==> src/rtl/bsp_pkg.sv <==
package bsp_pkg;
  localparam int unsigned SEL_W = 3;

  typedef struct packed {
    logic obf_n;
    logic en_out;
    logic ibf;
    logic en_in;
    logic irq;
  } bsp_stat_t;
endpackage

==> src/rtl/bsp_rst_sync.sv <==
module bsp_rst_sync #(
  parameter int unsigned STAGES = 2
) (
  input  logic clk,
  input  logic rst_n,
  output logic rst_n_q
);
  logic [STAGES-1:0] sh_q;

  always_ff @(posedge clk or negedge rst_n) begin
    if (!rst_n) sh_q <= '0;
    else        sh_q <= {sh_q[STAGES-2:0], 1'b1};
  end

  assign rst_n_q = sh_q[STAGES-1];
endmodule

==> src/rtl/bsp_edge.sv <==
module bsp_edge #(
  parameter int unsigned N = 2
) (
  input  logic         clk,
  input  logic         rst_n,
  input  logic [N-1:0] sig,
  output logic [N-1:0] rise,
  output logic [N-1:0] fall
);
  logic [N-1:0] prev_q;

  always_ff @(posedge clk or negedge rst_n) begin
    if (!rst_n) prev_q <= '1;
    else        prev_q <= sig;
  end

  for (genvar i = 0; i < N; i++) begin : g_det
    assign rise[i] = !prev_q[i] &&  sig[i];
    assign fall[i] =  prev_q[i] && !sig[i];
  end
endmodule

==> src/rtl/bsp_out_side.sv <==
module bsp_out_side
  import bsp_pkg::*;
#(
  parameter int unsigned DW      = 8,
  parameter logic [SEL_W-1:0] EN_CODE = 3'd6
) (
  input  logic             clk,
  input  logic             rst_n,
  input  logic             wr,
  input  logic [DW-1:0]    wdata,
  input  logic             ack_fall,
  input  logic             ack_rise,
  input  logic             bsr_we,
  input  logic [SEL_W-1:0] bsr_sel,
  input  logic             bsr_val,
  output logic [DW-1:0]    data_q,
  output logic             obf_n,
  output logic             irq,
  output logic             en
);
  logic obf_n_q, obf_n_d;
  logic irq_q, irq_d;
  logic en_q, en_d;
  logic en_wr;

  assign en_wr = bsr_we && (bsr_sel == EN_CODE);

  always_comb begin
    en_d = en_wr ? bsr_val : en_q;

    obf_n_d = obf_n_q;
    if (ack_fall) obf_n_d = 1'b1;
    if (wr)       obf_n_d = 1'b0;

    irq_d = irq_q;
    if (ack_rise && en_q) irq_d = 1'b1;
    if (wr)               irq_d = 1'b0;
    if (!en_d)            irq_d = 1'b0;
  end

  always_ff @(posedge clk or negedge rst_n) begin
    if (!rst_n) begin
      obf_n_q <= 1'b1;
      irq_q   <= 1'b0;
      en_q    <= 1'b0;
    end else begin
      obf_n_q <= obf_n_d;
      irq_q   <= irq_d;
      en_q    <= en_d;
    end
  end

  always_ff @(posedge clk or negedge rst_n) begin
    if (!rst_n)  data_q <= '0;
    else if (wr) data_q <= wdata;
  end

  assign obf_n = obf_n_q;
  assign irq   = irq_q;
  assign en    = en_q;
endmodule

==> src/rtl/bsp_in_side.sv <==
module bsp_in_side
  import bsp_pkg::*;
#(
  parameter int unsigned DW      = 8,
  parameter logic [SEL_W-1:0] EN_CODE = 3'd4
) (
  input  logic             clk,
  input  logic             rst_n,
  input  logic             rd,
  input  logic             capture,
  input  logic [DW-1:0]    cap_data,
  input  logic             stb_rise,
  input  logic             bsr_we,
  input  logic [SEL_W-1:0] bsr_sel,
  input  logic             bsr_val,
  output logic [DW-1:0]    latch_q,
  output logic             ibf,
  output logic             irq,
  output logic             en
);
  logic ibf_q, ibf_d;
  logic irq_q, irq_d;
  logic en_q, en_d;
  logic en_wr;

  assign en_wr = bsr_we && (bsr_sel == EN_CODE);

  always_comb begin
    en_d = en_wr ? bsr_val : en_q;

    ibf_d = ibf_q;
    if (rd)      ibf_d = 1'b0;
    if (capture) ibf_d = 1'b1;

    irq_d = irq_q;
    if (rd)                irq_d = 1'b0;
    if (stb_rise && en_q)  irq_d = 1'b1;
    if (!en_d)             irq_d = 1'b0;
  end

  always_ff @(posedge clk or negedge rst_n) begin
    if (!rst_n) begin
      ibf_q <= 1'b0;
      irq_q <= 1'b0;
      en_q  <= 1'b0;
    end else begin
      ibf_q <= ibf_d;
      irq_q <= irq_d;
      en_q  <= en_d;
    end
  end

  always_ff @(posedge clk or negedge rst_n) begin
    if (!rst_n)       latch_q <= '0;
    else if (capture) latch_q <= cap_data;
  end

  assign ibf = ibf_q;
  assign irq = irq_q;
  assign en  = en_q;
endmodule

==> src/rtl/bsp_port.sv <==
module bsp_port
  import bsp_pkg::*;
#(
  parameter int unsigned DW          = 8,
  parameter int unsigned RST_STAGES  = 2,
  parameter logic [SEL_W-1:0] OUT_EN_CODE = 3'd6,
  parameter logic [SEL_W-1:0] IN_EN_CODE  = 3'd4
) (
  input  logic             clk,
  input  logic             rst_n,
  input  logic             cpu_wr,
  input  logic [DW-1:0]    cpu_wdata,
  input  logic             cpu_rd,
  output logic [DW-1:0]    cpu_rdata,
  input  logic             bsr_we,
  input  logic [SEL_W-1:0] bsr_sel,
  input  logic             bsr_val,
  input  logic [DW-1:0]    pad_in,
  output logic [DW-1:0]    pad_out,
  output logic             pad_oe,
  input  logic             stb_n,
  input  logic             ack_n,
  output logic             obf_n,
  output logic             ibf,
  output logic             intr,
  output logic [4:0]       status_hi
);
  localparam int unsigned IDX_ACK = 0;
  localparam int unsigned IDX_STB = 1;

  logic          rst_n_q;
  logic [1:0]    rise, fall;
  logic [DW-1:0] out_q;
  logic          out_irq, in_irq, en_out, en_in;
  logic [DW-1:0] cap_data;
  bsp_stat_t     stat;

  bsp_rst_sync #(.STAGES(RST_STAGES)) u_rst (
    .clk     (clk),
    .rst_n   (rst_n),
    .rst_n_q (rst_n_q)
  );

  bsp_edge #(.N(2)) u_edge (
    .clk   (clk),
    .rst_n (rst_n_q),
    .sig   ({stb_n, ack_n}),
    .rise  (rise),
    .fall  (fall)
  );

  bsp_out_side #(.DW(DW), .EN_CODE(OUT_EN_CODE)) u_out (
    .clk      (clk),
    .rst_n    (rst_n_q),
    .wr       (cpu_wr),
    .wdata    (cpu_wdata),
    .ack_fall (fall[IDX_ACK]),
    .ack_rise (rise[IDX_ACK]),
    .bsr_we   (bsr_we),
    .bsr_sel  (bsr_sel),
    .bsr_val  (bsr_val),
    .data_q   (out_q),
    .obf_n    (obf_n),
    .irq      (out_irq),
    .en       (en_out)
  );

  // While the port drives the lines, the value on them is the output register.
  assign pad_oe   = !ack_n;
  assign cap_data = pad_oe ? out_q : pad_in;

  bsp_in_side #(.DW(DW), .EN_CODE(IN_EN_CODE)) u_in (
    .clk      (clk),
    .rst_n    (rst_n_q),
    .rd       (cpu_rd),
    .capture  (!stb_n),
    .cap_data (cap_data),
    .stb_rise (rise[IDX_STB]),
    .bsr_we   (bsr_we),
    .bsr_sel  (bsr_sel),
    .bsr_val  (bsr_val),
    .latch_q  (cpu_rdata),
    .ibf      (ibf),
    .irq      (in_irq),
    .en       (en_in)
  );

  assign pad_out = out_q;
  assign intr    = out_irq || in_irq;

  always_comb begin
    stat.obf_n  = obf_n;
    stat.en_out = en_out;
    stat.ibf    = ibf;
    stat.en_in  = en_in;
    stat.irq    = intr;
  end
  assign status_hi = stat;
endmodule

==> config.mk <==
export PLATFORM = sky130hd
export DESIGN_NAME = bsp_port
export DESIGN_NICKNAME = d
export VERILOG_FILES = /design/src/rtl/bsp_pkg.sv /design/src/rtl/bsp_rst_sync.sv /design/src/rtl/bsp_edge.sv /design/src/rtl/bsp_out_side.sv /design/src/rtl/bsp_in_side.sv /design/src/rtl/bsp_port.sv
export SDC_FILE = /design/constraint.sdc
export NUM_CORES = 1
export LEC_CHECK = 0
export BUFFER_PORTS_ARGS = -buffer_cell sky130_fd_sc_hd__buf_4
export CAP_MARGIN = 30
export CORE_MARGIN = 2
export CORE_UTILIZATION = 46
export CTS_CLUSTER_DIAMETER = 80
export DETAILED_ROUTE_END_ITERATION = 8
export GPL_ROUTABILITY_DRIVEN = 0
export PLACE_DENSITY = 0.78
export SYNTH_ARGS = -nofsm -noshare
export SYNTH_HDL_FRONTEND = slang
export SYNTH_HIERARCHICAL = 1
export SYNTH_SLANG_ARGS = --single-unit
==> constraint.sdc <==
create_clock -name clk -period 1.08 [get_ports clk]
set_input_delay 0.108 -clock clk [delete_from_list [all_inputs] [get_ports clk]]
set_output_delay 0.108 -clock clk [all_outputs]
set_load 0.01 [all_outputs]
Yosys cells after proc, flatten, opt, wreduce, memory -nomap -nowiden
Cells that the tools add are included.
Widths: inputs -> output; s select.
- bits in registers: 26
- input port bits: 27
- output and inout port bits: 25
- equality and inequality tests: 5
- mux-type cells: 12
- reductions and logical operators: 12
- operators with widths (kind ; count):
    $mux 1 ; 11
    $mux 8 ; 1
    $logic_and 1x1->1 ; 7
    $eq 3x3->1 const B ; 2
    $ne 3x3->1 const B ; 2
    $logic_not 1->1 ; 3
    $ne 2x2->1 const B ; 1
    $reduce_bool 2->1 ; 1
    $logic_or 1x1->1 ; 1

Depth between registers and ports, before layout
Gate-level depths: netlist (run 1).
- depth after elaboration: 6
- mapped depth: 4
- mapped depth without buffers: 4

By module
Netlist (run 1), hierarchy kept.
- modules (own cells, without submodules) (module ; times used ; cells each ; area each (um2)):
    bsp_in_side ; 1 ; 27 ; 435.4
    bsp_out_side ; 1 ; 27 ; 435.4
    bsp_port ; 1 ; 17 ; 182.7
    bsp_edge ; 1 ; 6 ; 87.6
    bsp_rst_sync ; 1 ; 3 ; 53.8

Worst setup path before layout (run 1)
Ideal clock, no wire load.
- path type: register -> register
- start: register u_edge.prev_q[0]
- end: register u_out.irq_q (netlist: u_out/irq)
- arrival: 1.007 ns
- data required time: 0.963 ns
- slack: -0.043 ns
- stages on the path, launching flop included: 5
- path buffers: 0
- clock period less this slack: 1.123 ns
- cell sequence: dfstp_2 and2b_2 a21oi_1 nor2_1 and2_4
- word-level cells in the longest chain between the ends: 4
- RTL lines (element ; RTL line ; text):
    from (decl) ; bsp_edge.sv:10 ; logic [N-1:0] prev_q;
    from (signal assigned) ; bsp_edge.sv:14 ; else prev_q <= sig;
    $logic_not 1->1 ; bsp_edge.sv:18 ; assign rise[i] = !prev_q[i] && sig[i];
    $logic_and 1x1->1 ; bsp_edge.sv:18 ;
    via rise[0] ; bsp_port.sv:32 ; logic [1:0] rise, fall;
    $logic_and 1x1->1 ; bsp_out_side.sv:36 ; if (ack_rise && en_q) irq_d = 1'b1;
    $ne 3x3->1 (no line) ; -- ;
    to (signal assigned) ; bsp_out_side.sv:48 ; irq_q <= irq_d;
    to (decl) ; bsp_out_side.sv:22 ; logic irq_q, irq_d;
The timed path passes the listed nets, and every way through them passes these cells.
A chain may end at the register's enable or synchronous reset.

Worst setup path in the final report (run 1)
- start: register u_out.irq_q (netlist: u_out/irq)
- end: output port intr
- word-level cells in the longest chain between the ends: 1
- RTL lines (element ; RTL line ; text):
    $logic_or 1x1->1 ; bsp_port.sv:89 ; assign intr = out_irq || in_irq;
    to (decl) ; bsp_port.sv:25 ; output logic intr,
Every way passes these cells.

==> impl_metrics.py, run 1 <==
metrics = {
    "status": {
        "status": "finished with violations",
        "violations": "negative setup slack",
    },
    "sta": {
        "drv_slew": 0,
        "hold_violations": 0,
        "fin_ws_ns": -0.110,
        "min_period_ns": 1.19,
        "fmax_ghz": 0.840,
        "setup_violations": 5,
        "rsz0062_at_grt": "yes",
        "fin_skew_ns": 0.0107,
        "fin_crit_sh_pct": 110,
    },
    "layout": {
        "multi_input_area_um2": 472,
        "num_antenna_cells": 0,
        "postLayoutCoreUtil_pct": 70.4,
        "drive_gt1_share_pct": 68.6,
        "nets": 165,
        "seq_area_um2": 654,
        "area_growth_pct": 45.7,
        "n_fill_cell": 173,
    },
    "clocking": {
        "clock-sinks": 26,
        "clockBufferDepth": 2,
        "path_clk_slew_ns": 0.13,
        "cts_max_level": 1,
        "cts_made_buffers": 3,
        "cts-root-buf": "clkbuf_4",
        "tritoncts": "built",
        "clk_latency_ns": 0.31,
    },
    "yosys": {
        "synthCells": 79,
        "yosysWarnings": 6,
        "synth_fp_nets": 106,
        "syn_area_per_cell_um2": 15.0,
        "synthesis.area_um2": 1190,
    },
    "flow_run": {
        "cap_viol_max_count": 0,
    },
    "global_routing": {
        "antenna_found_initial": 0,
        "grt_start_max_net_pins": 16,
        "grt_pass1_wl_mm": 3.53,
        "grt_pass1_vias": 853,
        "grt.total_usage_pct": 16.7,
        "grt-ovfl-total": 0,
    },
    "critical_path": {
        "cp-startpoint": "u_out/irq",
        "crit_type": "register to output pin",
        "cp-end-kind": "output pin",
        "cp-start-kind": "register",
        "reg2reg_from": "u_edge/prev_q[0]",
        "slowest_stage": "dfrtp_1",
        "required_ns": 0.97,
        "cp_cell_sequence": "or2_4, buf_6",
        "worstPathMaxFanout": 2,
        "critical_path.max_stage_delay_ns": 0.40,
        "crit_arrival_ns": 1.08,
    },
    "pwr": {
        "irDropWorstVdd_mv": 1.18,
        "p_leak_uw": 0.000866,
        "p_per_area_nw_per_um2": 1390,
        "power_uw": 2410,
    },
    "floorplanning": {
        "num_io_pins": 52,
        "die_x_um": 54.8,
        "core-area_um2": 2450,
        "die_y_um": 54.8,
        "die-area_um2": 3000,
        "start_util_pct": 48.3,
        "rows": 18,
    },
    "detailed_routing": {
        "vias_per_cell": 4.72,
        "num_vias": 788,
        "drtPass1Iterations": 3,
        "drc": 0,
        "wirelength_mm": 2.30,
        "drt-initial-drc-count": 4,
        "post_drt_wl_per_cell_um": 13.8,
        "ant_nets": 0,
    },
    "worst_hold_path": {
        "hold_start": "cpu_wdata[7]",
        "hold_path_class": "input pin to register",
    },
    "place": {
        "io_buffers": 51,
        "dpl.hpwl_mm": 1.74,
    },
}
per-layer routing:
metal | GRT usage, % | routed length, um | vias to the layer above
met5 | 0 | 0 | -
met4 | 7.08 | 17 | 0
met3 | 3.01 | 119 | 2
met2 | 29.8 | 1320 | 24
met1 | 19.4 | 845 | 386
li1 | - | - | 376
final cells by class:
| type | count | area share (%) |
|---|---|---|
| multi-input cells | 42 | 27.3 |
| flip-flops and latches | 26 | 37.9 |
| well taps | 30 | 2.17 |
| clock inverters | 1 | 1.74 |
| inverters | 3 | 0.652 |
| repair buffers | 62 | 29.0 |
| clock buffers | 3 | 1.30 |
placed cells by master (no fill, tap or decap):
cell type,instances
nand4b_4,1
or2_4,1
mux2_2,14
inv_1,3
mux2_1,1
conb_1,1
dfrtp_1,23
a21boi_4,1
clkbuf_4,3
buf_4,50
mux2_4,11
nor2_1,3
and2b_2,3
dfstp_2,3
a21oi_2,1
a21o_1,1
buf_6,4
bufinv_16,1
and2_4,1
dlygate4sd3_1,8
and4bb_1,1
nand2_1,2
where the power goes:
group | total (uW) | switching [uW] | leakage [uW] | internal [uW]
logic | 604 | 214 | 0.000534 | 390
clock network | 644 | 269 | 0.0000279 | 375
registers | 1160 | 71.7 | 0.000304 | 1090
critical path: cells and delay by family (launching register included):
kind	cells	cell delay, ns
DFF	1	0.40
buffers and inverters	1	0.12
and+or+nand+nor	1	0.26
path summary, 6_finish.rpt:
check	end	slack [ns]	depth (start not counted)
max	intr	-0.11	2
min	u_out/data_q[7]	0.02	2
max reg2reg	u_out/irq	-0.05	4
min reg2reg	u_in/latch_q[6]	0.18	1
max in group asynchronous	u_out/obf_n	0.63	1
min in group asynchronous	u_rst/sh_q[1]	0.10	2
per-stage QoR:
step | cell area [um^2] | TNS [ns] | setup WS, ns | cells | hold slack, ns
global route | 1730 | -0.529 | -0.155 | 167 | 0.00130
CTS | 1690 | -0.376 | -0.127 | 164 | 0.00141
finish | 1730 | -0.298 | -0.110 | 167 | 0.0157
floorplan | 1190 | -0.00815 | -0.00815 | 79 | -0.188
global placement | 1570 | -0.00978 | -0.00978 | 155 | -0.108
detailed placement | 1570 | -0.0367 | -0.0367 | 155 | -0.105
what timing repair did:
item,4_1_cts,5_1_grt
pin swaps,1,0
buffers inserted,1,0
hold buffers,5,3
setup endpoints to repair,6,6
gates resized for setup,5,1
endpoints found under the hold margin,6,3
flip-flops by register name (all words and copies together), names as in the netlist, named ones only:
name / flops
u_in/ibf: 1
u_in/latch_q: 8
u_out/obf_n: 1
u_edge/prev_q: 2
u_out/data_q: 8
u_rst/sh_q: 2
u_in/irq: 1
u_out/irq: 1
(Power assumes the default switching activity.)
==> inputs of run 2 (changes only) <==
--- a/config.mk
+++ b/config.mk
@@ -13,6 +13,7 @@
 export DETAILED_ROUTE_END_ITERATION = 8
 export GPL_ROUTABILITY_DRIVEN = 0
 export PLACE_DENSITY = 0.78
+export SETUP_SLACK_MARGIN = 0.05
 export SYNTH_ARGS = -nofsm -noshare
 export SYNTH_HDL_FRONTEND = slang
 export SYNTH_HIERARCHICAL = 1
==> constraint.sdc (replaced) <==
create_clock -name clk -period 1.08 [get_ports clk]
set_input_delay 0.108 -clock clk [delete_from_list [all_inputs] [get_ports clk]]
set_output_delay 0.108 -clock clk [all_outputs]
set_load 0.05 [all_outputs]
==> impl_metrics.py, run 2 (synthesis gave the netlist of run 1 again) <==
metrics = {
    "status": {
        "status": "finished with violations",
        "violations": "negative setup slack",
    },
    "critical_path": {
        "cp-end-kind": "output pin",
        "crit_arrival_ns": 1.12,
        "required_ns": 0.97,
        "cp-start-kind": "register",
        "worstPathMaxFanout": 2,
        "crit_type": "register to output pin",
    },
    "sta": {
        "drv_slew": 0,
        "hold_violations": 0,
        "fin_ws_ns": -0.146,
        "rsz0062_at_grt": "yes",
        "setup_violations": 5,
        "min_period_ns": 1.23,
        "tns_ns": -0.514,
        "hold_slack_ns": 0.0167,
        "fin_skew_ns": 0.00242,
        "fin_crit_sh_pct": 113,
        "fmax_ghz": 0.816,
    },
    "clocking": {
        "path_clk_slew_ns": 0.13,
        "tritoncts": "built",
        "clk_latency_ns": 0.30,
        "cts_max_level": 1,
        "clock-sinks": 26,
        "cts-root-buf": "clkbuf_4",
        "cts_made_buffers": 3,
        "clockBufferDepth": 2,
    },
    "detailed_routing": {
        "drc": 0,
        "vias_per_cell": 4.66,
        "wirelength_mm": 2.35,
        "drtPass1Iterations": 3,
        "ant_nets": 0,
        "drt-initial-drc-count": 3,
        "post_drt_wl_per_cell_um": 13.6,
        "num_vias": 807,
    },
    "floorplanning": {
        "num_io_pins": 52,
        "die-area_um2": 3000,
        "die_y_um": 54.8,
        "core-area_um2": 2450,
        "start_util_pct": 48.3,
        "die_x_um": 54.8,
        "rows": 18,
    },
    "pwr": {
        "p_leak_uw": 0.000944,
        "p_per_area_nw_per_um2": 1480,
        "p_int_uw": 1830,
        "combPwrFrac_pct": 40.4,
        "irDropWorstVdd_mv": 1.20,
        "power_switching_uw": 940,
        "switching_share_pct": 33.9,
        "clkPwrFrac_pct": 16.9,
        "pwr-share-seq_pct": 42.8,
    },
    "layout": {
        "postLayoutCoreUtil_pct": 76.5,
        "layout_commonest_cell": "buf_4",
        "final_cell_mix": "buf_4, buf_6, mux2_4, dfrtp_1, dfrtp_2",
        "drive_gt1_share_pct": 78.3,
        "n_fill_cell": 156,
        "design_area_um2": 1880,
        "num_antenna_cells": 0,
        "nets": 171,
        "area_growth_pct": 58.3,
        "reg.largest.list": "u_in/latch_q x8, u_out/data_q x8",
    },
    "worst_hold_path": {
        "hold_path_class": "input pin to register",
    },
    "global_routing": {
        "antenna_found_initial": 0,
        "grt_start_max_net_pins": 15,
        "grt_pass1_vias": 789,
        "grt_pass1_wl_mm": 3.56,
        "grt-ovfl-total": 0,
        "grt.total_usage_pct": 16.7,
    },
    "place": {
        "io_buffers": 51,
        "dpl_cell_area_um2": 1640,
        "dpl.hpwl_mm": 1.78,
        "place_ws_ns": -0.0377,
    },
    "flow_run": {
        "cap_viol_max_count": 0,
    },
}
-- run 2: worst max-delay path: stages (launching register included) --
cell and delay, ns:
dfrtp_1 0.42, or2_4 0.24, buf_6 0.15
-- run 2: area by class of cell --
type | count | area, um^2 | share of cell area, %
Inverter | 3 | 11.3 | 0.600
Tap cell | 30 | 37.5 | 2.00
Multi-Input combinational cell | 42 | 498 | 26.5
Sequential cell | 26 | 664 | 35.4
Timing Repair Buffer | 68 | 631 | 33.6
Clock buffer | 4 | 36.3 | 1.93
-- run 2: what timing repair did --
| action | 4_1_cts | 5_1_grt |
|---|---|---|
| pin swaps | 0 | 0 |
| endpoints found under the setup margin | 28 | 33 |
| endpoints found under the hold margin | 4 | 1 |
| setup buffers | 6 | 3 |
| gates resized for setup | 18 | 8 |
| hold buffers | 3 | 1 |
-- run 2: metal layers --
metal,GRT usage [%],vias to the layer above,share of wire [%]
li1,-,388,-
met1,21.5,395,40
met2,29.2,22,55
met3,1.91,2,4.4
met4,5.00,0,0.51
met5,0,-,0
-- run 2: power by group through the flow --
stage / logic (uW) / clock network, uW / registers [uW]
2_1_floorplan: 407 / 0 / 1470
3_3_place_gp: 962 / 0 / 1180
3_5_place_dp: 975 / 0 / 1190
4_1_cts: 1070 / 486 / 1180
5_1_grt: 1170 / 521 / 1200
6_report: 1120 / 467 / 1190
-- run 2: worst paths after layout --
path | start | endpoint | slack (ns) | depth (start not counted)
max in group asynchronous | u_rst/sh_q[1] | u_edge/prev_q[1] | 0.63 | 1
min reg2reg | u_rst/sh_q[1] | u_out/data_q[3] | 0.20 | 1
max | u_out/irq | status_hi[0] | -0.15 | 2
min | cpu_wr | u_out/obf_n | 0.02 | 2
min in group asynchronous | rst_n | u_rst/sh_q[0] | 0.10 | 2
max reg2reg | u_edge/prev_q[0] | u_out/irq | -0.06 | 4
-- run 2: stage by stage --
step                total power [uW]  cells
floorplan                       1880     79
CTS                             2740    169
global route                    2890    173
detailed placement              2160    156
finish                          2770    173
global placement                2150    156
